File: config.mk
export PLATFORM = sky130hd
export DESIGN_NAME = gcd_sub
export DESIGN_NICKNAME = d
export VERILOG_FILES = /design/src/rtl/gcd_pkg.sv /design/src/rtl/gcd_dpath.sv /design/src/rtl/gcd_flags.sv /design/src/rtl/gcd_ctrl.sv /design/src/rtl/gcd_sub.sv
export SDC_FILE = /design/constraint.sdc
export NUM_CORES = 1
export LEC_CHECK = 0
export BUFFER_PORTS_ARGS = -buffer_cell sky130_fd_sc_hd__buf_4
export CAP_MARGIN = 20
export CELL_PAD_IN_SITES_DETAIL_PLACEMENT = 1
export CELL_PAD_IN_SITES_GLOBAL_PLACEMENT = 2
export CORE_MARGIN = 1.5
export CORE_UTILIZATION = 32
export DETAILED_ROUTE_END_ITERATION = 10
export GPL_TIMING_DRIVEN = 1
export PLACE_DENSITY_LB_ADDON = 0.1
export SYNTH_ARGS = -nofsm -noshare
export SYNTH_HDL_FRONTEND = slang
export SYNTH_SLANG_ARGS = --single-unit
export TNS_END_PERCENT = 100
File: constraint.sdc
create_clock -name clk -period 3.73 [get_ports clk]
set_clock_uncertainty 0.2 [all_clocks]
set_input_delay 0.746 -clock clk [delete_from_list [all_inputs] [get_ports clk]]
set_output_delay 0.746 -clock clk [all_outputs]
set_load 0.03 [all_outputs]
File: src/rtl/gcd_pkg.sv
package gcd_pkg;

    parameter int unsigned GCD_W = 32;

    typedef enum logic [1:0] {
        ST_IDLE = 2'd0,
        ST_CALC = 2'd1,
        ST_DONE = 2'd2
    } gcd_state_e;

    typedef struct packed {
        gcd_state_e st;
        logic       apply;
    } gcd_ctrl_s;

    typedef struct packed {
        logic ld_in;
        logic x_en;
        logic y_en;
        logic x_sel;
    } gcd_cmd_s;

endpackage

File: src/rtl/gcd_dpath.sv
module gcd_dpath #(
    parameter int unsigned W = gcd_pkg::GCD_W
) (
    input  logic         clk,
    input  logic         rst_n,
    input  gcd_pkg::gcd_cmd_s cmd,
    input  logic [W-1:0] opa,
    input  logic [W-1:0] opb,
    output logic [W-1:0] x_val,
    output logic [W-1:0] y_val,
    output logic         lt_raw,
    output logic         yz_raw
);
    localparam int unsigned DW = W + 1;

    typedef struct packed {
        logic [W-1:0] x;
        logic [W-1:0] y;
    } regs_s;

    regs_s          r_d, r_q;
    logic [DW-1:0]  diff;
    logic [W-1:0]   x_next;

    always_comb begin
        diff   = {1'b0, r_q.x} - {1'b0, r_q.y};
        x_next = cmd.x_sel ? r_q.y : diff[W-1:0];
        r_d    = r_q;
        if (cmd.ld_in) begin
            r_d.x = opa;
            r_d.y = opb;
        end else begin
            if (cmd.x_en) r_d.x = x_next;
            if (cmd.y_en) r_d.y = r_q.x;
        end
    end

    always_ff @(posedge clk or negedge rst_n) begin
        if (!rst_n) r_q <= '0;
        else        r_q <= r_d;
    end

    assign x_val  = r_q.x;
    assign y_val  = r_q.y;
    assign lt_raw = diff[DW-1];
    assign yz_raw = (r_q.y == '0);
endmodule

File: src/rtl/gcd_flags.sv
module gcd_flags #(
    parameter int unsigned NF = 2
) (
    input  logic          clk,
    input  logic          rst_n,
    input  logic [NF-1:0] flag_in,
    output logic [NF-1:0] flag_out
);
    logic [NF-1:0] f_d, f_q;

    for (genvar g = 0; g < NF; g++) begin : g_stage
        always_comb f_d[g] = flag_in[g];
    end

    always_ff @(posedge clk or negedge rst_n) begin
        if (!rst_n) f_q <= '0;
        else        f_q <= f_d;
    end

    assign flag_out = f_q;
endmodule

File: src/rtl/gcd_ctrl.sv
module gcd_ctrl (
    input  logic              clk,
    input  logic              rst_n,
    input  logic              start,
    input  logic              ack,
    input  logic              lt_q,
    input  logic              yz_q,
    output gcd_pkg::gcd_cmd_s cmd,
    output logic              idle,
    output logic              done
);
    import gcd_pkg::*;

    gcd_ctrl_s c_d, c_q;

    always_comb begin
        c_d  = c_q;
        cmd  = '0;
        idle = 1'b0;
        done = 1'b0;
        case (c_q.st)
            ST_IDLE: begin
                idle = 1'b1;
                if (start) begin
                    cmd.ld_in = 1'b1;
                    c_d.st    = ST_CALC;
                    c_d.apply = 1'b0;
                end
            end
            ST_CALC: begin
                if (!c_q.apply) begin
                    c_d.apply = 1'b1;
                end else begin
                    c_d.apply = 1'b0;
                    if (yz_q) begin
                        c_d.st = ST_DONE;
                    end else if (lt_q) begin
                        cmd.x_en  = 1'b1;
                        cmd.y_en  = 1'b1;
                        cmd.x_sel = 1'b1;
                    end else begin
                        cmd.x_en  = 1'b1;
                        cmd.x_sel = 1'b0;
                    end
                end
            end
            ST_DONE: begin
                done = 1'b1;
                if (ack) c_d.st = ST_IDLE;
            end
            default: c_d.st = ST_IDLE;
        endcase
    end

    always_ff @(posedge clk or negedge rst_n) begin
        if (!rst_n) c_q <= '{st: ST_IDLE, apply: 1'b0};
        else        c_q <= c_d;
    end
endmodule

File: src/rtl/gcd_sub.sv
module gcd_sub #(
    parameter int unsigned W = gcd_pkg::GCD_W
) (
    input  logic         clk,
    input  logic         rst_n,
    input  logic         start_i,
    input  logic [W-1:0] opa_i,
    input  logic [W-1:0] opb_i,
    input  logic         ack_i,
    output logic         idle_o,
    output logic         done_o,
    output logic [W-1:0] gcd_o
);
    localparam int unsigned NFLAG = 2;

    gcd_pkg::gcd_cmd_s cmd;
    logic [W-1:0]      x_val;
    logic [W-1:0]      y_val;
    logic              lt_raw, yz_raw;
    logic [NFLAG-1:0]  flags_q;

    gcd_dpath #(.W(W)) u_dpath (
        .clk    (clk),
        .rst_n  (rst_n),
        .cmd    (cmd),
        .opa    (opa_i),
        .opb    (opb_i),
        .x_val  (x_val),
        .y_val  (y_val),
        .lt_raw (lt_raw),
        .yz_raw (yz_raw)
    );

    gcd_flags #(.NF(NFLAG)) u_flags (
        .clk      (clk),
        .rst_n    (rst_n),
        .flag_in  ({yz_raw, lt_raw}),
        .flag_out (flags_q)
    );

    gcd_ctrl u_ctrl (
        .clk   (clk),
        .rst_n (rst_n),
        .start (start_i),
        .ack   (ack_i),
        .lt_q  (flags_q[0]),
        .yz_q  (flags_q[1]),
        .cmd   (cmd),
        .idle  (idle_o),
        .done  (done_o)
    );

    assign gcd_o = x_val;
endmodule

* Word-level counts from Yosys, hierarchy flattened
Cells that the tools add are included.
** Word-level totals
- Register bits :: 69
- Bits of input ports :: 68
- Output and inout bits :: 34
- Logic and storage cells :: 38
** Operators by class
- Add/subtract/negate cells :: 1
- Equal/unequal tests :: 6
- Muxes and demuxes :: 19
- Reduce and logical (&&, ||, !) cells :: 7
** Operators by type and width (number)
- 32-bit 2-to-1 mux :: 3
- 64-bit 2-to-1 mux :: 1
- 32-bit by 32-bit subtractor with 33-bit output :: 1
- 32-bit zero test :: 1
- 3-bit 2-to-1 mux :: 4
- 1-bit 2-to-1 mux :: 6
- 2-bit 2-to-1 mux :: 3
- 2-bit inequality test, second input constant :: 3
- 2-bit case mux with 3 select lines :: 1
- 2-bit nonzero test :: 3
- 4-bit AND reduction :: 1
- 2-bit by 1-bit equality test with 1-bit output, second input constant :: 1
- 2-bit equality test, second input constant :: 1
- 2-bit zero test :: 1
- 2-bit by 1-bit inequality test with 1-bit output, second input constant :: 1
- 1-bit case mux with 2 select lines :: 1
- 2-bit AND reduction :: 1

* Longest topological paths before layout
Gate-level depths: netlist of run 1.
- Depth in word-level cells :: 7
- Mapped depth :: 12
- Depth with buffers taken out :: 12

* Modules after synthesis
A second synthesis of run 1 with hierarchy kept.
** Second synthesis, totals
- Cells, all modules :: 623
- Area, all modules :: 5195.0 um^2
** Modules (own cells, without submodules)
- gcd_dpath :: instances 1, cells each 605, area each 4979.8 um^2, sequential area each 1601.5 um^2
- gcd_ctrl :: instances 1, cells each 16, area each 165.2 um^2, sequential area each 75.1 um^2
- gcd_flags :: instances 1, cells each 2, area each 50.0 um^2, sequential area each 50.0 um^2

* Worst setup path before layout of run 1
No wires, ideal clock.
- Path kind :: register to register
- Start point :: register u_dpath.r_q (netlist bit u_dpath.x_val[0])
- End point :: register u_dpath.r_q (netlist bit u_dpath.x_val[30])
- Library setup time :: 0.094 ns
- Arrival time :: 2.799 ns
- Required time :: 3.436 ns
- Path slack :: 0.637 ns
- Cell stages (with the launch flop) :: 13
- Path buffers :: 0
- Period minus slack after synthesis :: 3.093 ns
- Cells stage by stage :: dfrtp_1 > inv_1 > ha_1 > fa_1 > nand2b_1 > a211oi_1 > nor2_1 > o21ai_1 > a221oi_4 > o21ai_2 > a31oi_2 > xnor2_1 > a221oi_2
** On the way
- Word-level cells in the longest chain between the ends :: 4
** Ends and longest elaborated chain
- from (decl) :: line gcd_dpath.sv:21 : regs_s r_d, r_q;
- from (signal assigned) :: line gcd_dpath.sv:40 : else r_q <= r_d;
- 32-bit by 32-bit subtractor with 33-bit output :: line gcd_dpath.sv:26 : diff = {1'b0, r_q.x} - {1'b0, r_q.y};
- 32-bit 2-to-1 mux :: line gcd_dpath.sv:27 : x_next = cmd.x_sel ? r_q.y : diff[W-1:0];
- 32-bit 2-to-1 mux :: line gcd_dpath.sv:33 : if (cmd.x_en) r_d.x = x_next;
- 64-bit 2-to-1 mux :: line gcd_dpath.sv:29 : if (cmd.ld_in) begin
No other way between the ends. The select of a mux whose other input is x is not followed.
A chain may end at the register's enable or synchronous reset.

* Worst setup path after layout of run 1
Same ends and word-level chain as after synthesis.

==> results of run 1 <==
[per-layer routing]
layer	share of wire (%)	vias to the layer above	global-route usage [%]
li1	-	2518	-
met1	46	2559	30.22
met2	50	90	41.18
met3	3.3	14	4.666
met4	0.97	0	4.837
met5	0	-	0
[placed cells by master, fill, tap and decap left out, drive strengths merged, types with 7 or more instances in the layout]
master and instances:
a211oi 8, a21o 15, a21oi 36, a31oi 38, buf 110, clkbuf 11, dfrtp 69, ha 32
inv 42, nand2 116, nand2b 11, nand3 7, nor2 56, nor4 8, o211ai 13, o21ai 64
o21bai 9, o22ai 9, xnor2 9, xor2 15
[area by class of cell]
| type | count | area share, % |
|---|---|---|
| Timing Repair Buffer | 110 | 13.19 |
| Sequential cell | 69 | 26.65 |
| Clock inverter | 5 | 1.661 |
| Tap cell | 216 | 4.171 |
| Inverter | 42 | 2.433 |
| Clock buffer | 11 | 3.746 |
| Multi-Input combinational cell | 512 | 48.16 |
[registers in the layout (all words and copies together) (netlist names)]
name,cells
u_ctrl.c_q,3
u_dpath.x_val,32
u_dpath.y_val,32
u_flags.flag_out,2
[power by group through the flow]
stage	Clock [uW]	Sequential (uW)	Combinational [uW]
6_report	1030	1590	5040
5_1_grt	1080	1660	5610
4_1_cts	1050	1600	5070
3_5_place_dp	0	1610	5020
3_3_place_gp	0	1590	4940
2_1_floorplan	0	1750	3360
[per-stage QoR]
stage | worst slack [ps] | cells | hold WS [ps] | utilization (%) | power, uW
after CTS | 345.4 | 965 | 348.7 | 41.09 | 7724
after detailed placement | 386.3 | 949 | 339.2 | 38.87 | 6624
after floorplan | 637.4 | 656 | 250.4 | - | 5108
after global placement | 492.7 | 948 | 318.5 | 38.80 | 6534
final | 366.2 | 965 | 336.8 | 41.09 | 7665
after global routing | 47.14 | 965 | 375.7 | 41.09 | 8343
[cells by family after synthesis]
logic type,count (synthesis),synth area share (%)
AND/OR/NAND/NOR,228,19.45
AO/OA/AOI/OAI,223,28.22
buffers and inverters,75,5.497
flip-flops,69,33.72
adder cells (fa/ha/maj),33,8.209
XOR/XNOR,24,4.105
multiplexers,4,0.8063
[worst max-delay path, stage by stage, from the launching register on]
cell and delay [ps]:
dfrtp_1 380, inv_1 70, ha_1 220, fa_1 400
nand2b_1 200, a211oi_1 360, nor2_1 90, o21ai_1 470
a221oi_4 170, o21ai_2 180, a31oi_2 120, xnor2_1 160
a221oi_2 240
[synth_stat cells (11+ instances only)]
library cell and count:
o211ai_1 13, dfrtp_1 69, inv_1 42, ha_1 32, xor2_1 15, nand2_1 116, clkbuf_1 29, a21oi_1 36
a21o_1 14, a31oi_1 37, nor2_1 56, nand2b_1 11, o21ai_0 55
[worst max path at each step]
| stage | startpoint | endpoint | cells past startpoint |
|---|---|---|---|
| 2_1_floorplan | u_dpath.x_val[0] | u_dpath.x_val[30] | 12 |
| 3_3_place_gp | u_dpath.x_val[0] | u_dpath.x_val[30] | 12 |
| 3_5_place_dp | u_dpath.x_val[0] | u_dpath.x_val[30] | 12 |
| 4_1_cts | u_dpath.x_val[0] | u_dpath.x_val[30] | 12 |
| 5_1_grt | u_dpath.x_val[0] | u_dpath.x_val[20] | 12 |
| 6_report | u_dpath.x_val[0] | u_dpath.x_val[30] | 12 |
==> reports/qor.csv, run 1 <==
metric;value;unit
postCtsHoldBufs;0;
fin_area;6480;um^2
p_sw;3822;uW
ios;102;
ctsResizeCount;0;
clk_latency;350;ps
setup_viol;0;
vias;5181;
grt_pass1_vias;5445;
yosysTopAreaCell;dfrtp_1;
fin_crit_sh;90.18;%
clkPwrFrac;13.4;%
synth_area_leaders;dfrtp_1, nand2_1, ha_1;
synth_top_area_share;33.72;%
regArea;1727;um^2
r2r_start;u_dpath.x_val[0];
nNetsFinal;845;
power_frac_comb;65.8;%
critPathLaunchType;flop;
cts_tree;yes;
min_path_type;input port to async pin;
cts_made_buffers;9;
antenna_found_initial;0;
dp_hpwl;13650;um
ys_seq_area_share;33.72;%
critPathArrivalTime;3420;ps
netlist_instances;656;
drv_slew;0;
syn_nets;757;
n_fill_cell;1961;
placed_area;6130;um^2
r2r_slack;370;ps
ir_worst_vdd;0.0004455;V
rsz0062_at_grt;no;
dieWidth;129.5;um
viasPerCell;5.369;
cts.sinks;69;
regToRegEndpoint;u_dpath.x_val[30];
finalCriticalPeriod;3364;ps
status;completed;
grt-ovfl-total;0;
grt_max_degree;74;
ys_warn_count;0;
wl;18730;um
cts.root.buffer_cell;clkbuf_16;
clock.fmax;297.3;MHz
wire_per_inst;19.41;um
port_buffers;101;
endpoint_kind;flop;
ys_types;63;
post_cts_buffers;0;
diodes;0;
switching_share;49.86;%
cp.required;3780;ps
clk_pin_slew;60;ps
rows;46;
avgSynthCellArea;7.807;um^2
drv_cap;0;
gp_congestion;0.8239;
drt-initial-drc-count;189;
setup-tns-final;0;ps
drt_pass1_iterations;4;
slew_headroom;38.61;%
reg2regPathDepth;12;
synth.cell_area;5121;um^2
ys.flop_type;dfrtp_1;
worst_slew_pin_slew;920.9;ps
leakage;0.002950;uW
multi_input_area;3120;um^2
dieArea;16770;um^2
cts.path.max_buffers;2;
synth_edf_count;0;
grt_usage;23.55;%
area_growth_syn_to_layout;26.53;%
synthArstFlopShare;100.0;%
htree_levels;3;
ant_nets;0;
powerDensity;1183;nW/um^2
internal_power;3843;uW
drcViolationCount;0;
grt_first_pass_wirelength;30230;um
path_max_fanout;4;
start_util;32.47;%
p_seq_share;20.8;%
design.core.area;15770;um^2
drive_above_1_share;18.69;%
synth_seq_cells;69;
hold_viol;0;
die_y;129.5;um
critPathKind;flop to flop;
(Power assumes the default switching activity.)
==> inputs of run 2 (changes only) <==
Settings changed: CORE_UTILIZATION 32 to 33, SYNTH_HIERARCHICAL set to 1.
==> run 2 against run 1 <==
Effect of this change: sequential power decreased by 3%; combinational power decreased by 7.3%; fmax increased by 11%; via count decreased by 6.0%; critical endpoint is now u_dpath/x_val[30]; count of clock-buffer cells in the layout decreased by 1.
==> reports/qor.csv, run 2 <==
metric;value;unit
cp.required;3730;ps
hold_viol;0;
synth_edf_count;0;
ys.flop_type;dfrtp_1;
diodes;0;
hold_ws;309.5;ps
fin_util;42.30;%
rsz0062_at_grt;no;
grt_usage;19.99;%
ys_types;62;
layout_commonest_cell;buf_4;
cpPeakStageDelay;420;ps
r2r_start;u_dpath/y_val[0];
synth_top_area_share;33.24;%
multi_input_area;3171;um^2
ant_nets;0;
synthArstFlopShare;100.0;%
worst_slew_pin_slew;919.3;ps
rows;45;
setup_viol;0;
netlist_instances;623;
reg2regPathDepth;11;
critPathLaunchType;flop;
nNetsFinal;809;
cts.path.max_buffers;2;
drv_slew;0;
drt-initial-drc-count;131;
leakage;0.002895;uW
design.core.area;15310;um^2
ir_worst_vdd;0.0003298;V
cts_tree;yes;
dieArea;16500;um^2
start_util;33.92;%
port_buffers;101;
die_y;128.5;um
cts.root.buffer_cell;clkbuf_16;
synth_commonest_cells;nand2_1, dfrtp_1, o21ai_0;
setup_ws;689.5;ps
path_max_fanout;4;
synth_seq_cells;69;
drt_pass1_iterations;4;
crit_top_cell;a21o_1;
vias;4869;
wl;15680;um
crit_chain;ha_1 -> fa_1 -> nand2b_1 -> a21o_1 -> a31oi_2 -> a21o_1 -> o21ai_1 -> a21o_1 -> o21ai_1 -> xnor2_1 -> o221ai_1;
drive_above_1_share;19.64;%
postCtsHoldBufs;0;
synth.cell_area;5195;um^2
antenna_found_initial;0;
wire_per_inst;16.97;um
avgSynthCellArea;8.339;um^2
crit_path_end;u_dpath/x_val[30];
clock.fmax;328.9;MHz
n_fill_cell;1869;
powerDensity;1107;nW/um^2
grt_pass1_vias;5151;
dieWidth;128.5;um
critPathKind;flop to flop;
regArea;1727;um^2
yosysTopAreaCell;dfrtp_1;
ctsResizeCount;0;
clk_latency;340;ps
finalCriticalPeriod;3041;ps
ys_warn_count;6;
grt-ovfl-total;0;
r2r_slack;690;ps
synth.most_common_cell;nand2_1;
pre_cts_ws;705.9;ps
viasPerCell;5.269;
fin_crit_sh;81.51;%
drcViolationCount;0;
final_cell_mix;buf_4, nand2_1, dfrtp_1;
regToRegEndpoint;u_dpath/x_val[30];
setup-tns-final;0;ps
crit_start;u_dpath/y_val[0];
ys_seq_area_share;33.24;%
cp_slowest_cell;dfrtp_1;
cts.sinks;69;
clk_pin_slew;60;ps
cts_made_buffers;9;
slew_headroom;38.71;%
status;completed;
critPathArrivalTime;3040;ps
post_cts_buffers;0;
grt_first_pass_wirelength;26060;um
drv_cap;0;
synth_area_leaders;dfrtp_1, ha_1, mux2i_1;
syn_nets;724;
htree_levels;3;
gp_congestion;0.8115;
dp_hpwl;11580;um
grt_max_degree;97;
ios;102;
area_growth_syn_to_layout;24.71;%
min_path_type;flop to flop;
endpoint_kind;flop;
## run 2: how the worst min path moves through the flow
| stage | cells past startpoint | endpoint | slack, ps | startpoint |
|---|---|---|---|---|
| 3_3_place_gp | 1 | u_ctrl/c_q[1] | 290 | u_ctrl/c_q[2] |
| 6_report | 1 | u_ctrl/c_q[1] | 310 | u_flags/flag_out[1] |
| 2_1_floorplan | 0 | u_ctrl/c_q[0] | 250 | rst_n |
| 4_1_cts | 1 | u_ctrl/c_q[1] | 310 | u_flags/flag_out[1] |
| 5_1_grt | 1 | u_ctrl/c_q[1] | 340 | u_flags/flag_out[1] |
| 3_5_place_dp | 1 | u_ctrl/c_q[1] | 310 | u_flags/flag_out[1] |
## run 2: through the flow
step	area, um^2	cells	power [uW]
after CTS	6479	924	7257
after global routing	6479	924	7851
after global placement	6153	908	6138
final	6479	924	7172
after floorplan	5195	623	4955
after detailed placement	6153	908	6240
## run 2: logic make-up (layout without fill, tap and decap cells)
kind of cell    count (synthesis)  in the layout  share of synthesized area [%]
xor+xnor                       24             24                          4.191
fa+ha+maj                      33             33                          8.092
mux                            35             35                          6.744
simple gates                  178            178                          16.14
buf+inv                        79            169                          5.828
compound gates                205            205                          25.77
flops                          69             69                          33.24
## run 2: routing by layer
layer	GRT usage [%]	vias to the layer above	wire (um)
li1	-	2398	-
met1	26.74	2364	7538
met2	33.02	91	7372
met3	2.578	16	499
met4	7.733	0	269
met5	0	-	0
## run 2: area by class of cell
cell class	instances	area share (%)
clock buffer	10	3.689
clock inverter	6	1.333
inverter	45	2.607
multi-input combinational	475	48.94
sequential	69	26.65
tap	211	4.075
timing repair buffer	108	12.71
## run 2: critical path, delay by kind of cell, from the launching register on
kind | cells | cell delay (ps)
xor+xnor | 1 | 150
fa+ha+maj | 2 | 640
compound gates | 7 | 1300
flops | 1 | 420
simple gates | 1 | 180
## run 2: power by group
group          switching (uW)  internal (uW)  total [uW]
clock network             348            602         950
registers                 428           1120        1550
logic                    2650           2020        4670
==> inputs of run 3 (changes only) <==
Clock period 3.73 ns to 3.1 ns, I/O delays scaled along.
==> run 3 against run 2 <==
Effect of this change: setup slack worse by 510 ps; die area unchanged; register-to-register slack worse by 510 ps; global-route usage down 0.057 points; first-iteration DRC count up 57%; routed wire length down 0.38%; fmax up 4.0%; count of clock-buffer cells in the layout up 2; critical path type unchanged.
==> reports/qor.csv, run 3 (synthesis results as in run 2) <==
metric;value;unit
vias;4804;
dieWidth;128.5;um
clkPwrFrac;12.1;%
status;completed;
design.core.area;15310;um^2
setup_viol;0;
dieArea;16500;um^2
crit_start;u_dpath/y_val[0];
rows;45;
start_util;33.92;%
critPathKind;flop to flop;
fin_crit_sh;94.32;%
slew_headroom;35.60;%
area_growth_syn_to_layout;25.05;%
grt_first_pass_wirelength;25920;um
diodes;0;
final_cell_mix;buf_4, nand2_1, dfrtp_1;
cts.path.max_buffers;2;
die_y;128.5;um
critPathArrivalTime;2910;ps
switching_share;48.10;%
wl;15620;um
regToRegEndpoint;u_dpath/x_val[30];
grt-ovfl-total;0;
internal_power;4489;uW
r2r_start;u_dpath/y_val[0];
layout_commonest_cell;buf_4;
powerDensity;1332;nW/um^2
viasPerCell;5.177;
drt_pass1_iterations;4;
ios;102;
min_path_type;input port to async pin;
drcViolationCount;0;
wire_per_inst;16.83;um
grt_max_degree;70;
p_seq_share;21.6;%
power_frac_comb;66.3;%
power;8650;uW
cts_made_buffers;9;
dp_hpwl;11670;um
r2r_slack;180;ps
finalCriticalPeriod;2924;ps
drv_slew;0;
pre_cts_ws;29.74;ps
ant_nets;0;
cp.required;3090;ps
hold_ws;229.5;ps
worst_slew_pin_slew;966.1;ps
gp_congestion;0.8152;
grt_usage;19.93;%
crit_path_end;u_dpath/x_val[30];
drive_above_1_share;20.36;%
cts_tree;yes;
cts.root.buffer_cell;clkbuf_16;
nNetsFinal;813;
clock.fmax;342.0;MHz
hold_viol;0;
cts.sinks;69;
grt_pass1_vias;5075;
leakage;0.002897;uW
ir_worst_vdd;0.0005203;V
path_max_fanout;4;
reg2regPathDepth;11;
port_buffers;101;
htree_levels;3;
antenna_found_initial;0;
clk_pin_slew;60;ps
p_sw;4161;uW
drt-initial-drc-count;206;
clk_latency;350;ps
critPathLaunchType;flop;
postCtsHoldBufs;0;
endpoint_kind;flop;
drv_cap;0;
setup_ws;176.0;ps
run 3: timing repair:
action | in CTS | in global routing
endpoints found under the hold margin | 0 | 0
setup endpoints to repair | 0 | 8
gates resized for setup | 0 | 5
setup buffers | 0 | 2
run 3: layout make-up:
cell class	instances	area, um^2
fill	1879	8818
sequential	69	1728
inverter	45	168.9
tap	211	264.0
timing repair buffer	112	853.3
clock buffer	12	246.5
multi-input combinational	475	3188
clock inverter	4	47.55
run 3: worst min-delay path by stage:
stage	start	end	cells after the start
global placement	u_ctrl/c_q[2]	u_ctrl/c_q[1]	1
floorplan	rst_n	u_ctrl/c_q[0]	0
detailed placement	u_ctrl/c_q[2]	u_ctrl/c_q[1]	1
CTS	rst_n	u_dpath/y_val[12]	1
finish	rst_n	u_ctrl/c_q[2]	1
global route	opb_i[0]	u_dpath/y_val[0]	3
run 3: metrics by stage:
stage               cells  cell area (um^2)  setup TNS, ps  util [%]
detailed placement    910              6168              0     40.28
floorplan             623              5195              0         -
finish                928              6496              0     42.42
global placement      910              6168              0     40.28
global route          928              6496         -7.098     42.42
CTS                   926              6462              0     42.20
run 3: layer usage:
| metal | track usage [%] | routed length, um | vias to the layer above |
|---|---|---|---|
| met5 | 0 | 0 | - |
| met4 | 4.560 | 170 | 0 |
| met3 | 4.782 | 619 | 10 |
| met2 | 34.09 | 7390 | 80 |
| met1 | 25.54 | 7440 | 2313 |
| li1 | - | - | 2401 |
run 3: power by group through the flow:
stage	sequential, uW	combinational, uW	clock [uW]
2_1_floorplan	2110	3850	0
3_3_place_gp	1860	5530	0
4_1_cts	1870	5690	1090
6_report	1860	5740	1050
5_1_grt	1950	6370	1110
3_5_place_dp	1880	5660	0
run 3: critical path, cell delays in order (launching register included):
cell and delay [ps]:
dfrtp_1 410, ha_2 220, fa_2 350, nand2b_1 170
a21o_1 200, a31oi_4 230, a21o_1 210, o21ai_1 120
a21o_1 200, o21ai_2 170, xnor2_1 140, o221ai_1 150
